===== src/rtl/qss_pkg.sv =====
package qss_pkg;

    localparam int QSS_STATE_W = 2;
    localparam int QSS_NUM_ST  = 1 << QSS_STATE_W;

    typedef enum logic [QSS_STATE_W-1:0] {
        ST_ORIGIN = 2'b00,
        ST_LEFT   = 2'b01,
        ST_RIGHT  = 2'b10,
        ST_APEX   = 2'b11
    } qss_state_e;

    typedef struct packed {
        qss_state_e st;
    } qss_regs_t;

endpackage


===== src/rtl/qss_next.sv =====
module qss_next
    import qss_pkg::*;
(
    input  qss_state_e cur_st,
    input  logic       bit_in,
    output qss_state_e nxt_st
);

    always_comb begin
        nxt_st = ST_ORIGIN;
        unique case (cur_st)
            ST_ORIGIN: nxt_st = bit_in ? ST_RIGHT : ST_LEFT;
            ST_LEFT:   nxt_st = bit_in ? ST_APEX  : ST_RIGHT;
            ST_RIGHT:  nxt_st = bit_in ? ST_LEFT  : ST_APEX;
            ST_APEX:   nxt_st = ST_ORIGIN;
            default:   nxt_st = ST_ORIGIN;
        endcase
    end

endmodule


===== src/rtl/qss_out.sv =====
module qss_out #(
    parameter int STATE_W = 2,
    parameter logic [(1<<STATE_W)-1:0] HIGH_SET = 4'b1001
) (
    input  logic [STATE_W-1:0] st,
    output logic               out_bit
);

    localparam int NUM_ST = 1 << STATE_W;

    logic [NUM_ST-1:0] hit;

    for (genvar g = 0; g < NUM_ST; g++) begin : g_dec
        assign hit[g] = (st == STATE_W'(g)) && HIGH_SET[g];
    end

    assign out_bit = |hit;

endmodule


===== src/rtl/quad_state_seq.sv =====
module quad_state_seq
    import qss_pkg::*;
(
    input  logic                   clk,
    input  logic                   rst,
    input  logic                   step_vld,
    input  logic                   din,
    output logic                   dout,
    output logic [QSS_STATE_W-1:0] state_o
);

    qss_regs_t  regs_d;
    qss_regs_t  regs_q;
    qss_state_e table_nxt;

    qss_next u_next (
        .cur_st (regs_q.st),
        .bit_in (din),
        .nxt_st (table_nxt)
    );

    always_comb begin
        regs_d = regs_q;
        if (rst) begin
            regs_d.st = ST_ORIGIN;
        end else if (step_vld) begin
            regs_d.st = table_nxt;
        end
    end

    always_ff @(posedge clk) begin
        regs_q <= regs_d;
    end

    qss_out #(
        .STATE_W  (QSS_STATE_W),
        .HIGH_SET (4'b1001)
    ) u_out (
        .st      (regs_q.st),
        .out_bit (dout)
    );

    assign state_o = regs_q.st;

endmodule


===== config.mk =====
export PLATFORM = sky130hd
export DESIGN_NAME = quad_state_seq
export DESIGN_NICKNAME = d
export VERILOG_FILES = /design/src/rtl/qss_pkg.sv /design/src/rtl/qss_next.sv /design/src/rtl/qss_out.sv /design/src/rtl/quad_state_seq.sv
export SDC_FILE = /design/constraint.sdc
export NUM_CORES = 1
export LEC_CHECK = 0
export CAP_MARGIN = 20
export CORE_AREA = 2 2 39 41
export CTS_CLUSTER_SIZE = 12
export DETAILED_ROUTE_END_ITERATION = 8
export DIE_AREA = 0 0 41 43
export SLEW_MARGIN = 20
export SYNTH_ARGS = -nofsm -noshare
export SYNTH_HDL_FRONTEND = slang
export SYNTH_HIERARCHICAL = 1
export SYNTH_SLANG_ARGS = --single-unit

===== constraint.sdc =====
create_clock -name clk -period 0.8 [get_ports clk]
set_input_delay 0.16 -clock clk [delete_from_list [all_inputs] [get_ports clk]]
set_output_delay 0.16 -clock clk [all_outputs]
set_load 0.05 [all_outputs]

==> metrics <==
outcome finished, violations left; failing checks setup timing; cells along the critical path xnor2_4 -> buf_12; Net count, final 30; endpoints failing hold 0; Final period util 1.33; full die area 1760 µm²; Cells after Synth 11; Hold Buf Count CTS 0; Yosys reg bits 2; fin crit period 1.06 ns; pin count of the biggest net entering global routing 4; slowest cell delay on critical path 0.35 ns; Arr. time, crit path 0.90 ns; most frequent cells in the layout 3 x clkbuf_4, 3 x clkdlybuf4s50_1, 3 x buf_12; Worst Hold Launch rst; RSZ-0062 raised after global routing true; Overflow after GRT 0; core footprint 1380 µm²; distinct cell type count after synthesis 5; chip width 41 µm; crit end category output port; clk buf depth 2; Root Driver clkbuf_4; Starting Density 0.0769; post-synthesis cell area 106 µm²; 1st-iter DRT viols 0; drt drc 0; layout cells sized above 1 0.667; Buf/Inv on CP 1; Avg Vias per Cell 2.88; Worst Max-Slew Pin Slew 0.161 ns; GP Congestion 0.523; WS Path Type reg -> out; CP required 0.64 ns; # rows 14; wire per inst 7.08 µm; Hold WC Path Type in -> reg; family with the most delay on the worst path flip-flops; overall routed net length 283 µm; overall routing resource usage 0.0481; FF-to-FF Start state_o[1]; PnR worst setup slack -0.262 ns; FMAX 0.942 GHz; Critical Path Fanout Max 3; CTS Sinks 2; area grow syn2layout 199%; Final TNS setup -1.03 ns; first-pass GRT wire length 489 µm; Synth Warn # 6; IO Port Bufs 6; CTS H-tree lvls 1; Peak VDD IR 0.000429 V; Routed Antenna Nets 0; final setup vio count 5; Setup crit start kind flop; register area share after synthesis 0.376; Final Skew 0.000768 ns; die span in y 43 µm; diode count 0; number of global-route vias before repair 137; max FFs per register 2; TritonCTS clock tree done; Slew HR 0.890; Syn Nets 15; initial antenna violation count 0; Slowest-stage cell, CP dfxtp_4; Finished Core Util 0.230; LEAKAGE 0.000132 µW; Clk Latency, worst-skew pair 0.22 ns; Clock transition at path regs 0.03 ns; Avg Inst Size Synth 9.67 µm²; clock buffer count from CTS 3; Vias 115; crit path launch state_o[1]; PD cells 2220 nW/µm²; max cap viols 0; Pre-antenna DRT Iters 1; I/O Pins 7; fin. max-slew vios 0
[worst paths after layout]
| check | cells after the start | to | slack [ns] |
|---|---|---|---|
| worst max register to register | 5 | state_o[0] | -0.20 |
| worst min register to register | 3 | state_o[0] | 0.70 |
| worst max-delay path | 2 | dout | -0.26 |
| worst min-delay path | 2 | state_o[0] | 0.48 |
[report_power, final]
group / internal [µW] / switching [µW]
sequential: 115 / 23.5
clock: 165 / 55.3
combinational: 198 / 149
[layer usage]
metal  share of wire  wire length [µm]  track usage
met5               0                 0            0
met2            0.47               133       0.0531
met1            0.41               115       0.0513
met3            0.12                34       0.0157
met4               0                 0       0.0800
[logic make-up after synthesis]
| group | synth area share |
|---|---|
| and+or+nand+nor | 0.188 |
| DFF | 0.376 |
| xor gates and xnor gates | 0.247 |
| muxes | 0.188 |
[per-stage QoR]
step                      area (µm²)  setup WS (ns)  power (µW)  std cells  hold WS [ns]
final                            318         -0.262         707         40         0.484
after floorplan                  133         -0.151         296         11         0.223
after global placement           258         -0.364         443         35         0.567
after detailed placement         258         -0.374         446         35         0.592
after global routing             318         -0.295         745         40         0.520
after CTS                        305         -0.278         711         40         0.481
[synthesized netlist by cell type (all sizes together)]
master  n  area, µm²
nor2b   1       8.76
xnor2   3       26.3
nor2    3       11.3
dfxtp   2       40.0
mux2i   2       20.0
[timing repair]
item,4_1_cts,5_1_grt
endpoints found under the setup margin,5,5
resized for setup,3,2
hold endpoints to repair,0,0
pin swaps,2,2
setup buffers,2,0
[layout make-up]
cell class              count  area, µm²
fillers                   152       1070
repair buffers             10        128
multi-input cells           9        100
flip-flops and latches      2       47.5
clock buffers               3       22.5
well taps                  16       20.0
(Power assumes the default switching activity.)
